File: src/rtl/rtick_pkg.sv
package rtick_pkg;

    // register selection decoded from the bus address
    typedef enum logic [1:0] {
        SEL_CMP  = 2'd0,
        SEL_CTRL = 2'd1,
        SEL_CNT  = 2'd2,
        SEL_NONE = 2'd3
    } reg_sel_e;

    // control word bit positions
    localparam int FLAG_BIT = 0;
    localparam int WRAP_BIT = 1;
    localparam int RUN_BIT  = 3;

    typedef enum logic {
        ST_STOPPED = 1'b0,
        ST_RUNNING = 1'b1
    } run_state_e;

    typedef enum logic [1:0] {
        ACT_HOLD    = 2'd0,
        ACT_STEP    = 2'd1,
        ACT_RESTART = 2'd2,
        ACT_LOAD    = 2'd3
    } cnt_act_e;

endpackage

File: src/rtl/rtick_decode.sv
module rtick_decode
    import rtick_pkg::*;
#(
    parameter int ADDR_W = 2
) (
    input  logic [ADDR_W-1:0] addr,
    input  logic              we,
    output reg_sel_e          sel,
    output logic              wr_cmp,
    output logic              wr_ctrl,
    output logic              wr_cnt
);

    logic upper_clear;

    generate
        if (ADDR_W > 2) begin : g_upper
            assign upper_clear = ~|addr[ADDR_W-1:2];
        end else begin : g_exact
            assign upper_clear = 1'b1;
        end
    endgenerate

    always_comb begin
        sel = upper_clear ? reg_sel_e'(addr[1:0]) : SEL_NONE;
    end

    assign wr_cmp  = we && (sel == SEL_CMP);
    assign wr_ctrl = we && (sel == SEL_CTRL);
    assign wr_cnt  = we && (sel == SEL_CNT);

endmodule

File: src/rtl/rtick_ctrl.sv
module rtick_ctrl
    import rtick_pkg::*;
(
    input  logic clk,
    input  logic rst_n,
    input  logic wr_ctrl,
    input  logic set_run,
    input  logic set_wrap,
    input  logic clr_flag,
    input  logic at_match,
    output logic running,
    output logic wrap_en,
    output logic flag,
    output logic irq
);

    run_state_e state_q, state_d;
    logic       wrap_q, wrap_d;
    logic       flag_q, flag_d;

    // next-state decision: START and STOP transitions
    always_comb begin
        state_d = state_q;
        unique case (state_q)
            ST_STOPPED: if (wr_ctrl && set_run)  state_d = ST_RUNNING; // START
            ST_RUNNING: if (wr_ctrl && !set_run) state_d = ST_STOPPED; // STOP
            default:    state_d = ST_STOPPED;
        endcase
    end

    // outputs and side state
    always_comb begin
        wrap_d = wr_ctrl ? set_wrap : wrap_q;
        flag_d = flag_q;
        if (state_q == ST_RUNNING && at_match) begin
            flag_d = 1'b1;               // match beats a clearing write
        end else if (wr_ctrl && clr_flag) begin
            flag_d = 1'b0;
        end
    end

    always_ff @(posedge clk or negedge rst_n) begin
        if (!rst_n) begin
            state_q <= ST_STOPPED;
            wrap_q  <= 1'b0;
            flag_q  <= 1'b0;
        end else begin
            state_q <= state_d;
            wrap_q  <= wrap_d;
            flag_q  <= flag_d;
        end
    end

    assign running = (state_q == ST_RUNNING);
    assign wrap_en = wrap_q;
    assign flag    = flag_q;
    assign irq     = flag_q && running;

    // a match while running sets the flag
    a_r6_flag_on_match: assert property (@(posedge clk) disable iff (!rst_n)
        running && at_match |=> flag_q);

    // flag is sticky without a clearing write
    a_r6_flag_sticky: assert property (@(posedge clk) disable iff (!rst_n)
        flag_q && !(wr_ctrl && clr_flag) |=> flag_q);

    // write-one-to-clear
    a_r7_w1c: assert property (@(posedge clk) disable iff (!rst_n)
        !(running && at_match) && wr_ctrl && clr_flag |=> !flag_q);

    // simultaneous match and clear keeps the flag
    a_r8_match_wins: assert property (@(posedge clk) disable iff (!rst_n)
        running && at_match && wr_ctrl && clr_flag |=> flag_q);

    // stopping the timer silences the interrupt
    a_r9_stop_silences: assert property (@(posedge clk) disable iff (!rst_n)
        wr_ctrl && !set_run |=> !irq);

endmodule

File: src/rtl/rtick_count.sv
module rtick_count
    import rtick_pkg::*;
#(
    parameter int CNT_W = 32
) (
    input  logic             clk,
    input  logic             rst_n,
    input  logic             wr_cmp,
    input  logic             wr_cnt,
    input  logic [CNT_W-1:0] wdata,
    input  logic             running,
    input  logic             wrap_en,
    output logic [CNT_W-1:0] cnt,
    output logic [CNT_W-1:0] cmp,
    output logic             at_match
);

    localparam logic [CNT_W-1:0] ONE = CNT_W'(1);

    logic [CNT_W-1:0] cnt_q, cnt_d;
    logic [CNT_W-1:0] cmp_q;
    cnt_act_e         act;

    assign at_match = (cnt_q == cmp_q);

    // pick one action per edge, LOAD first
    always_comb begin
        if (wr_cnt)                               act = ACT_LOAD;
        else if (running && at_match && wrap_en)  act = ACT_RESTART;
        else if (running)                         act = ACT_STEP;
        else                                      act = ACT_HOLD;
    end

    always_comb begin
        cnt_d = cnt_q;
        unique case (act)
            ACT_LOAD:    cnt_d = wdata;
            ACT_RESTART: cnt_d = '0;
            ACT_STEP:    cnt_d = cnt_q + ONE;
            ACT_HOLD:    cnt_d = cnt_q;
            default:     cnt_d = cnt_q;
        endcase
    end

    always_ff @(posedge clk or negedge rst_n) begin
        if (!rst_n) begin
            cnt_q <= '0;
            cmp_q <= '0;
        end else begin
            cnt_q <= cnt_d;
            if (wr_cmp) cmp_q <= wdata;
        end
    end

    assign cnt = cnt_q;
    assign cmp = cmp_q;

    // stopped counter holds
    a_r3_hold: assert property (@(posedge clk) disable iff (!rst_n)
        !running && !wr_cnt |=> $stable(cnt_q));

    // running counter steps by one, wrapping at full width
    a_r4_step: assert property (@(posedge clk) disable iff (!rst_n)
        running && !(at_match && wrap_en) && !wr_cnt |=> cnt_q == $past(cnt_q) + ONE);

    // restart after a match
    a_r5_restart: assert property (@(posedge clk) disable iff (!rst_n)
        running && at_match && wrap_en && !wr_cnt |=> cnt_q == '0);

    // bus load wins
    a_r11_load: assert property (@(posedge clk) disable iff (!rst_n)
        wr_cnt |=> cnt_q == $past(wdata));

endmodule

File: src/rtl/rtick_timer.sv
module rtick_timer
    import rtick_pkg::*;
#(
    parameter int CNT_W  = 32,
    parameter int ADDR_W = 2
) (
    input  logic              clk,
    input  logic              rst_n,
    input  logic [ADDR_W-1:0] bus_addr,
    input  logic [CNT_W-1:0]  bus_wdata,
    input  logic              bus_we,
    output logic [CNT_W-1:0]  bus_rdata,
    output logic              irq
);

    reg_sel_e         sel;
    logic             wr_cmp, wr_ctrl, wr_cnt;
    logic             running, wrap_en, flag, at_match;
    logic [CNT_W-1:0] cnt, cmp, ctrl_word;

    rtick_decode #(.ADDR_W(ADDR_W)) u_dec (
        .addr    (bus_addr),
        .we      (bus_we),
        .sel     (sel),
        .wr_cmp  (wr_cmp),
        .wr_ctrl (wr_ctrl),
        .wr_cnt  (wr_cnt)
    );

    rtick_ctrl u_ctrl (
        .clk      (clk),
        .rst_n    (rst_n),
        .wr_ctrl  (wr_ctrl),
        .set_run  (bus_wdata[RUN_BIT]),
        .set_wrap (bus_wdata[WRAP_BIT]),
        .clr_flag (bus_wdata[FLAG_BIT]),
        .at_match (at_match),
        .running  (running),
        .wrap_en  (wrap_en),
        .flag     (flag),
        .irq      (irq)
    );

    rtick_count #(.CNT_W(CNT_W)) u_cnt (
        .clk      (clk),
        .rst_n    (rst_n),
        .wr_cmp   (wr_cmp),
        .wr_cnt   (wr_cnt),
        .wdata    (bus_wdata),
        .running  (running),
        .wrap_en  (wrap_en),
        .cnt      (cnt),
        .cmp      (cmp),
        .at_match (at_match)
    );

    always_comb begin
        ctrl_word           = '0;
        ctrl_word[FLAG_BIT] = flag;
        ctrl_word[WRAP_BIT] = wrap_en;
        ctrl_word[RUN_BIT]  = running;
    end

    // read mux
    always_comb begin
        unique case (sel)
            SEL_CMP:  bus_rdata = cmp;
            SEL_CTRL: bus_rdata = ctrl_word;
            SEL_CNT:  bus_rdata = cnt;
            SEL_NONE: bus_rdata = '0;
            default:  bus_rdata = '0;
        endcase
    end

    // interrupt is low on the first cycle after reset
    a_r1_quiet_after_reset: assert property (@(posedge clk) disable iff (!rst_n)
        $rose(rst_n) |-> !irq);

endmodule

File: config.mk
export PLATFORM = sky130hd
export DESIGN_NAME = rtick_timer
export DESIGN_NICKNAME = d
export VERILOG_FILES = /design/src/rtl/rtick_pkg.sv /design/src/rtl/rtick_decode.sv /design/src/rtl/rtick_ctrl.sv /design/src/rtl/rtick_count.sv /design/src/rtl/rtick_timer.sv
export SDC_FILE = /design/constraint.sdc
export NUM_CORES = 1
export LEC_CHECK = 0
export ABC_AREA = 0
export BUFFER_PORTS_ARGS = -buffer_cell sky130_fd_sc_hd__buf_2
export CORE_MARGIN = 2
export CORE_UTILIZATION = 47
export CTS_CLUSTER_DIAMETER = 100
export DETAILED_ROUTE_END_ITERATION = 6
export PLACE_DENSITY = 0.77
export SYNTH_ARGS = -nofsm -noshare
export SYNTH_HDL_FRONTEND = slang
export SYNTH_SLANG_ARGS = --single-unit
File: constraint.sdc
create_clock -name clk -period 3.5 [get_ports clk]
set_input_delay 0.7 -clock clk [delete_from_list [all_inputs] [get_ports clk]]
set_output_delay 0.7 -clock clk [all_outputs]
set_load 0.05 [all_outputs]
==> metrics.md, run 1 <==
| Metric | Value |
|---|---|
| Run status | complete, but fails checks |
| Violated checks | DRC |
| First-pass GRT wire length | 19,600 microns |
| Highest Signal Layer | met4 |
| Min Hold Slack | 0.543 ns |
| Initial antenna violation count | 0 |
| Pre-antenna DRT Iters | 7 |
| Crit. End Element | flop |
| Peak VDD IR | 323 uV |
| Top FF cell, synth | dfrtp_1 |
| FFs w/ async S/R, synth | 100% |
| Top cells by area, synth | dfrtp_1 38%, mux2_2 8.2%, mux2i_1 7.5% |
| Syn. warnings | 0 |
| IO Count | 70 |
| Commonest non-fill, non-tap cell in the layout | buf_2 |
| Num CTS Buffers | 9 |
| Core box area | 9150 sq um |
| Final Hold Viols | 0 |
| Startpoint types | flop |
| Die Footprint | 10,200 sq um |
| Hold buffers post-CTS | 0 |
| I/O Buffers | 69 |
| Largest area contributor in the netlist | dfrtp_1 |
| Mapped cell area | 4400 sq um |
| Cells after synthesis | 487 |
| Via-to-Cell Ratio | 6.09 |
| Arr. time, crit path | 3.61 ns |
| Worst-Margin Slew | 1.07 ns |
| Clock root buffer | clkbuf_8 |
| Setup bufs post-CTS | 0 |
| Starting Density | 48.1% |
| Wire per inst | 18.7 microns |
| Hold crit path type | in -> async |
| Power Density | 625 nW/um^2 |
| Routed Wire Length | 12,200 microns |
| Minimum clock period | 3.32 ns |
| Leakage power | 2.24 nW |
| Diode count | 0 |
| Post-DP Area | 4850 sq um |
| Routed vias | 3,994 |
| Worst clock skew | 0.0102 ns |
| Clock transition at path regs | 0.08 ns |
| Sum Neg Setup Slack | 0 ns |
| Max stage delay on crit path | 0.51 ns |
| Drc violations | 2 |
| R2R setup slack | 0.18 ns |
| Starting DRT DRC Count | 303 |
| Total Power | 0.00317 W |
| Routability cong. | 0.868 |
| Hpwl dp | 8770 microns |
| Routed wl met2 | 5750 microns |
| Slew HR | 28.9% |
| Flop and latch count out of synthesis | 67 |
| Overall routing resource usage | 24.9% |
| Final setup viols | 0 |
| Gr ovfl total | 0 |
| CP cell instances | xnor2_1 > nand4_1 > nor4_2 > and2_1 > a21boi_0 > ha_2 > nand2_1 > buf_4 > or4_1 > nand3_1 |
| Slowest CP cell | nor4_2 |
| Clock buffer depth | 2 |
| Unrepaired setup endpoints after global routing | false |
| Final Cycle Share | 94.9% |
| EDFF count, synth | 0 |
| Worst path bufs/invs | 1 |
| Filler Cell Count | 841 |
| Most frequent cells in the layout | 69 x buf_2, 67 x dfrtp_1, 52 x nor2_1 |
| Fin nets | 580 |
| Clock Latency Late Sink | 0.35 ns |
| CTS tree | done |
| Synth top area share | 38.1% |
| Layout cells sized above 1 | 26.6% |
| Max-cap violation count | 0 |
| FF-to-FF path depth | 10 |
| Met1 Wirelength | 5400 microns |
| Fmax | 301 MHz |
| Syn-to-layout area delta | 15.0% |
| FF-to-FF Start | u_cnt.cnt[9] |
| Chip Width | 101 microns |
| Die height | 101 microns |
| # H-tree levels | 3 |
| Register area share after synthesis | 38.1% |
| Vias in the first global route | 3,721 |
| Family with the most delay on the worst path | simple AND/OR/NAND/NOR gates |
| Netlist cell types | 50 |
| Critical Path RT | 3.79 ns |
| Critical path class | reg -> reg |
| Pin count of the biggest net entering global routing | 47 |
| Row count | 35 |
| R2R Path End | u_cnt.cnt[21] |
| Critical Path Fanout Max | 25 |
| Mapped Nets | 527 |
| WL met3 | 734 microns |
| Clock Sinks | 67 |
| DRT antenna net count | 0 |
| Fin. max-slew vios | 0 |
| Syn Area/Cell | 9.04 sq um |
| Post-route cell area | 5070 sq um |
layer usage:
metal	global-route usage [%]	up-vias
met5	0	-
met4	10.7	0
met3	3.88	35
met2	38.5	166
met1	34.6	1915
li1	-	1878
state kept, by name, summed over array words and instances, names as in the netlist, named ones only:
name and flops:
u_cnt.cmp 32, u_ctrl.flag 1, u_ctrl.wrap_en 1, u_cnt.cnt 32
per-stage QoR:
step / utilization (%) / setup WS, ns / cells
2_1_floorplan: - / 0.289 / 487
3_3_place_gp: 53.0 / 0.408 / 640
3_5_place_dp: 53.0 / 0.131 / 640
4_1_cts: 55.3 / 0.0507 / 656
5_1_grt: 55.4 / 0.0327 / 656
6_report: 55.4 / 0.178 / 656
timing repair:
action                                  in CTS  in global routing
gates resized for setup                      0                  1
endpoints found under the setup margin       0                  7
hold endpoints to repair                     0                  0
power breakdown:
group	switching [W]	internal, W
sequential	0.000326	0.000964
combinational	0.000726	0.000460
clock	0.000308	0.000385
total	0.00136	0.00181
area by class of cell:
type                    count  area, sq um  share of cell area (%)
clock inverters             4         47.5                   0.939
inverters                  20         75.1                    1.48
flip-flops and latches     67         1680                    33.1
clock buffers              12          165                    3.26
well taps                 111          139                    2.74
repair buffers             84          470                    9.29
multi-input cells         358         2490                    49.2
Yosys cell counts, types with 2 or more instances:
library cell and n:
a22oi_1 3, ha_1 3, nor3b_1 3, a41oi_1 4, or4_1 3, nor2_1 52
a21oi_1 24, nor4_4 2, nand2_1 20, o32a_1 3, mux2i_1 33, a31oi_1 6
nand3b_1 2, nor4_2 2, and2_1 3, mux2_2 32, buf_2 14, nor4_1 4
buf_1 4, and3_1 6, o22ai_1 6, nand3_1 17, o21ai_0 36, clkbuf_1 24
a32oi_1 10, a2bb2oi_1 2, and4_1 2, dfrtp_1 67, xnor2_1 28, nand4b_1 2
nand4_1 14, o21ai_1 13, inv_1 19, nor3_1 8
worst max-delay path by stage:
stage | from | to | slack (ns) | cells after the start
after CTS | u_cnt.cnt[9] | u_cnt.cnt[21] | 0.05 | 10
final | u_cnt.cnt[9] | u_cnt.cnt[21] | 0.18 | 10
after floorplan | bus_addr[1] | u_cnt.cnt[9] | 0.29 | 13
after detailed placement | u_cnt.cnt[9] | u_cnt.cnt[25] | 0.13 | 10
after global placement | u_cnt.cnt[9] | u_cnt.cnt[25] | 0.41 | 10
after global routing | u_cnt.cnt[3] | u_cnt.cnt[24] | 0.03 | 11
cells by family after synthesis:
logic type               share of synthesized area (%)
AO/OA/AOI/OAI                                     15.8
XOR/XNOR                                          5.57
adder cells (fa/ha/maj)                          0.852
buffers and inverters                             5.68
flip-flops                                        38.1
multiplexers                                      15.7
AND/OR/NAND/NOR                                   18.4
No activity file was read; power rests on OpenSTA's default activity.
==> run 2, diff against run 1 <==
--- a/config.mk
+++ b/config.mk
@@ -12,6 +12,7 @@
 export CTS_CLUSTER_DIAMETER = 100
 export DETAILED_ROUTE_END_ITERATION = 6
 export PLACE_DENSITY = 0.77
+export RECOVER_POWER = 100
 export SYNTH_ARGS = -nofsm -noshare
 export SYNTH_HDL_FRONTEND = slang
 export SYNTH_SLANG_ARGS = --single-unit
==> constraint.sdc (replaced) <==
create_clock -name clk -period 3.5 [get_ports clk]
set_input_delay 0.7 -clock clk [delete_from_list [all_inputs] [get_ports clk]]
set_output_delay 0.7 -clock clk [all_outputs]
set_load 0.1 [all_outputs]
==> run 2 against run 1 <==
Against the previous run: the flow finishes with violations (capacitance limit, slew limit); via count grew 1.8%; critical path depth decreased by 2; core utilization did not move; sequential cell count unchanged; power up 8.8%; setup slack got worse by 0.053 ns; worst hold slack improved by 0.0010 ns; final area did not move; critical endpoint is now u_cnt.cnt[0]; largest power group is now combinational cells.
==> metrics.md, run 2 (synthesized netlist as in run 1, its figures left out) <==
| Metric | Value |
|---|---|
| Clock root buffer | clkbuf_8 |
| Pre-antenna DRT Iters | 5 |
| Final Cycle Share | 96.4% |
| Diode count | 0 |
| CTS tree | done |
| Starting DRT DRC Count | 384 |
| Drc violations | 0 |
| Hold crit path type | reg -> reg |
| Wire per inst | 19.1 microns |
| Critical Path RT | 3.75 ns |
| Num CTS Buffers | 9 |
| Worst clock skew | 0.0108 ns |
| Setup bufs post-CTS | 0 |
| Hpwl dp | 8720 microns |
| IO Count | 70 |
| Die Footprint | 10,200 sq um |
| Slew HR | -17.4% |
| Starting Density | 48.1% |
| Overall routing resource usage | 25.5% |
| Critical path class | reg -> reg |
| Unrepaired setup endpoints after global routing | false |
| Run status | complete, but fails checks |
| Clock Latency Late Sink | 0.36 ns |
| Gr ovfl total | 0 |
| Routed Wire Length | 12,400 microns |
| Chip Width | 101 microns |
| Pin count of the biggest net entering global routing | 37 |
| First-pass GRT wire length | 20,100 microns |
| Most frequent cells in the layout | 67 x dfrtp_1, 43 x o21ai_0, 36 x clkbuf_2 |
| Fin. max-slew vios | 32 |
| Crit. End Element | flop |
| Critical Path Fanout Max | 36 |
| Slowest CP cell | nor4_1 |
| Syn-to-layout area delta | 15.0% |
| Peak VDD IR | 386 uV |
| Fin nets | 576 |
| Fmax | 296 MHz |
| Routability cong. | 0.940 |
| Final setup viols | 0 |
| Core box area | 9150 sq um |
| I/O Buffers | 69 |
| Sum Neg Setup Slack | 0 ns |
| Violated checks | capacitance limit, slew limit |
| Power Density | 681 nW/um^2 |
| Routed vias | 4,067 |
| Hold buffers post-CTS | 0 |
| Die height | 101 microns |
| # H-tree levels | 3 |
| Post-route cell area | 5070 sq um |
| Clock buffer depth | 2 |
| DRT antenna net count | 0 |
| Clock Sinks | 67 |
| Vias in the first global route | 3,831 |
| Layout cells sized above 1 | 29.0% |
| Max-cap violation count | 1 |
| Leakage power | 2.20 nW |
| Initial antenna violation count | 0 |
| Via-to-Cell Ratio | 6.24 |
| Arr. time, crit path | 3.62 ns |
| CP cell instances | xnor2_1 > nand4_1 > nor4_1 > and3_1 > a21o_1 > ha_2 > clkbuf_2 > mux2_2 |
| Row count | 35 |
| Worst-Margin Slew | 1.76 ns |
| Minimum clock period | 3.38 ns |
| Post-DP Area | 4850 sq um |
| Startpoint types | flop |
| Max stage delay on crit path | 0.60 ns |
| Commonest non-fill, non-tap cell in the layout | dfrtp_1 |
| Clock transition at path regs | 0.08 ns |
| Final Hold Viols | 0 |
-- run 2: path summary, 6_finish.rpt --
kind | from | endpoint | slack, ns | cells after the start
setup / recovery | u_cnt.cnt[9] | u_cnt.cnt[0] | 0.12 | 8
hold / removal | u_cnt.cmp[2] | u_cnt.cmp[2] | 0.54 | 1
setup reg to reg | u_cnt.cnt[9] | u_cnt.cnt[0] | 0.12 | 8
hold reg to reg | u_cnt.cmp[2] | u_cnt.cmp[2] | 0.54 | 1
max in group asynchronous | rst_n | u_cnt.cnt[4] | 1.16 | 2
min in group asynchronous | rst_n | u_cnt.cmp[31] | 0.80 | 1
-- run 2: report_power, final --
| group | switching, W | internal, W | total [W] |
|---|---|---|---|
| logic | 0.000948 | 0.000438 | 0.00139 |
| registers | 0.000342 | 0.000964 | 0.00131 |
| clock network | 0.000320 | 0.000437 | 0.000757 |
-- run 2: area by class of cell --
cell class	instances	area [sq um]
Clock buffer	11	151
Clock inverter	5	75.1
Fill cell	828	4090
Inverter	20	75.1
Multi-Input combinational cell	358	2540
Sequential cell	67	1680
Tap cell	111	139
Timing Repair Buffer	80	412
-- run 2: metrics by stage --
step / cells / hold WS (ns) / setup WS [ns] / power, W / util [%]
global route: 652 / 0.568 / 0.0139 / 0.00362 / 55.4
global placement: 636 / 0.527 / 0.337 / 0.00265 / 53.0
CTS: 652 / 0.415 / 0.252 / 0.00344 / 55.5
detailed placement: 636 / 0.542 / 0.298 / 0.00269 / 53.0
floorplan: 487 / 0.404 / -0.517 / 0.00236 / -
finish: 652 / 0.544 / 0.124 / 0.00345 / 55.4
-- run 2: critical path: cells and delay by family (launching register included) --
family                   cells  cell delay [ns]
AO/OA/AOI/OAI                1             0.13
XOR/XNOR                     1             0.30
adder cells (fa/ha/maj)      1             0.35
buffers and inverters        1             0.57
flip-flops                   1             0.50
multiplexers                 1             0.40
AND/OR/NAND/NOR              3             1.03
-- run 2: routing by layer --
metal | GRT usage [%] | routed length [microns] | vias up
li1 | - | - | 1866
met4 | 10.3 | 337 | 0
met3 | 3.74 | 975 | 32
met1 | 36.1 | 5400 | 1965
met5 | 0 | 0 | -
met2 | 39.2 | 5730 | 204
-- run 2: timing repair --
| action | in CTS | in global routing |
|---|---|---|
| endpoints found under the hold margin | 0 | 0 |
| resized for setup | 0 | 1 |
| endpoints found under the setup margin | 0 | 2 |
==> run 3, diff against run 2 <==
--- a/config.mk
+++ b/config.mk
@@ -9,9 +9,10 @@
 export BUFFER_PORTS_ARGS = -buffer_cell sky130_fd_sc_hd__buf_2
 export CORE_MARGIN = 2
 export CORE_UTILIZATION = 47
+export CTS_BUF_LIST = sky130_fd_sc_hd__clkbuf_16
 export CTS_CLUSTER_DIAMETER = 100
 export DETAILED_ROUTE_END_ITERATION = 6
-export PLACE_DENSITY = 0.77
+export PLACE_DENSITY = 0.68
 export RECOVER_POWER = 100
 export SYNTH_ARGS = -nofsm -noshare
 export SYNTH_HDL_FRONTEND = slang
==> run 3 against run 2 <==
Against the previous run: the run now ends clean; die area stayed put; via count fell by 2.9%; setup slack better by 0.092 ns; sequential power about the same; clock-buffer cell count shrank 2; critical path type is now in -> out; highest routed layer unchanged.
==> metrics.md, run 3 (synthesized netlist as in run 1, its figures left out) <==
| Metric | Value |
|---|---|
| Worst-Margin Slew | 1.38 ns |
| DRT antenna net count | 0 |
| Clock Sinks | 67 |
| Min-delay src | u_cnt.cmp[2] |
| Pin count of the biggest net entering global routing | 36 |
| Clock root buffer | clkbuf_16 |
| CP startpoint | bus_addr[1] |
| Die height | 101 microns |
| Routed Wire Length | 12,300 microns |
| I/O Buffers | 69 |
| Row count | 35 |
| Vias in the first global route | 3,731 |
| Fin. max-slew vios | 0 |
| Clock buffer depth | 2 |
| Leakage power | 2.23 nW |
| Hold path depth | 1 |
| Max stage delay on crit path | 0.89 ns |
| FF-to-FF path depth | 11 |
| Pre-antenna DRT Iters | 5 |
| Post-route cell area | 5120 sq um |
| Post-DP Area | 4880 sq um |
| Chip Width | 101 microns |
| Commonest non-fill, non-tap cell in the layout | dfrtp_1 |
| Gr ovfl total | 0 |
| Diode count | 0 |
| IO Count | 70 |
| Clock Latency Late Sink | 0.33 ns |
| Fmax | 305 MHz |
| Starting DRT DRC Count | 371 |
| Routability cong. | 0.905 |
| Most frequent cells in the layout | 67 x dfrtp_1, 42 x o21ai_0, 35 x buf_2 |
| Wire per inst | 18.8 microns |
| Layout cells sized above 1 | 28.1% |
| Run status | completed |
| Core box area | 9150 sq um |
| Cell mode on critical path | clkbuf_2 |
| Critical path class | in -> out |
| FF-to-FF Start | u_cnt.cnt[3] |
| Setup bufs post-CTS | 0 |
| Worst clock skew | 0.00549 ns |
| Final setup viols | 0 |
| Critical Path Fanout Max | 34 |
| CTS tree | done |
| Initial antenna violation count | 0 |
| Starting Density | 48.1% |
| Power Density | 680 nW/um^2 |
| Hold Path Sink | u_cnt.cmp[2] |
| Hold crit path type | reg -> reg |
| Slew HR | 8.16% |
| Clock transition at path regs | 0.05 ns |
| # H-tree levels | 3 |
| Crit. End Element | output pin |
| Critical Path RT | 2.80 ns |
| Final Cycle Share | 93.8% |
| Final design utilization | 55.9% |
| Minimum clock period | 3.28 ns |
| First-pass GRT wire length | 20,100 microns |
| Fin nets | 579 |
| CP cell instances | buf_2 > clkbuf_2 > mux2i_1 > nor2_2 > clkbuf_2 |
| Arr. time, crit path | 2.58 ns |
| Num CTS Buffers | 9 |
| Routed vias | 3,949 |
| Startpoint types | primary input |
| Die Footprint | 10,200 sq um |
| Drc violations | 0 |
| Max-cap violation count | 0 |
| Peak VDD IR | 335 uV |
| Overall routing resource usage | 25.3% |
| Via-to-Cell Ratio | 6.03 |
| Slowest CP cell | clkbuf_2 |
| Syn-to-layout area delta | 16.2% |
| Hpwl dp | 8610 microns |
| R2R setup slack | 0.37 ns |
| Unrepaired setup endpoints after global routing | false |
| Final Hold Viols | 0 |
| R2R Path End | u_cnt.cnt[3] |
==> run 3: report_power, final <==
part	switching (W)	leakage [nW]	total (W)	internal (W)
registers	0.000337	0.825	0.00130	0.000966
logic	0.000951	1.26	0.00140	0.000444
clock network	0.000319	0.138	0.000782	0.000463
total	0.00161	2.23	0.00348	0.00187
==> run 3: what timing repair did <==
item / in CTS / in global routing
gates resized for setup: 0 / 1
setup endpoints to repair: 0 / 4
hold buffers: 0 / 0
==> run 3: worst max-delay path, delay by kind of cell <==
kind                   cells  cell delay, ns
buffers and inverters      3            1.43
and+or+nand+nor            1            0.14
muxes                      1            0.28
==> run 3: stage by stage <==
stage               worst slack, ns  instances  hold slack (ns)  power [W]  setup TNS [ns]
floorplan                    -0.517        487            0.404    0.00236           -1.55
global placement              0.433        639            0.526    0.00267               0
detailed placement            0.353        639            0.534    0.00269               0
CTS                           0.322        655            0.377    0.00348               0
global route                 0.0761        655            0.559    0.00367               0
finish                        0.216        655            0.542    0.00348               0
==> run 3: worst max path at each step <==
stage / end / slack, ns
after global routing: u_cnt.cnt[12] / 0.08
after floorplan: bus_rdata[0] / -0.52
after global placement: u_cnt.cnt[21] / 0.43
after detailed placement: u_cnt.cnt[30] / 0.35
final: bus_rdata[4] / 0.22
after CTS: u_cnt.cnt[30] / 0.32
==> run 3: final cells by class <==
type | count | area [sq um]
Clock inverter | 7 | 28.8
Inverter | 20 | 75.1
Clock buffer | 9 | 225
Timing Repair Buffer | 83 | 432
Multi-Input combinational cell | 358 | 2540
Sequential cell | 67 | 1680
Fill cell | 815 | 4040
Tap cell | 111 | 139
==> run 3: routing by layer <==
layer / routed length (microns) / GRT usage, % / vias up
met5: 0 / 0 / -
met4: 182 / 7.17 / 0
met3: 709 / 4.37 / 19
met2: 5660 / 38.7 / 146
met1: 5740 / 37.1 / 1905
li1: - / - / 1879
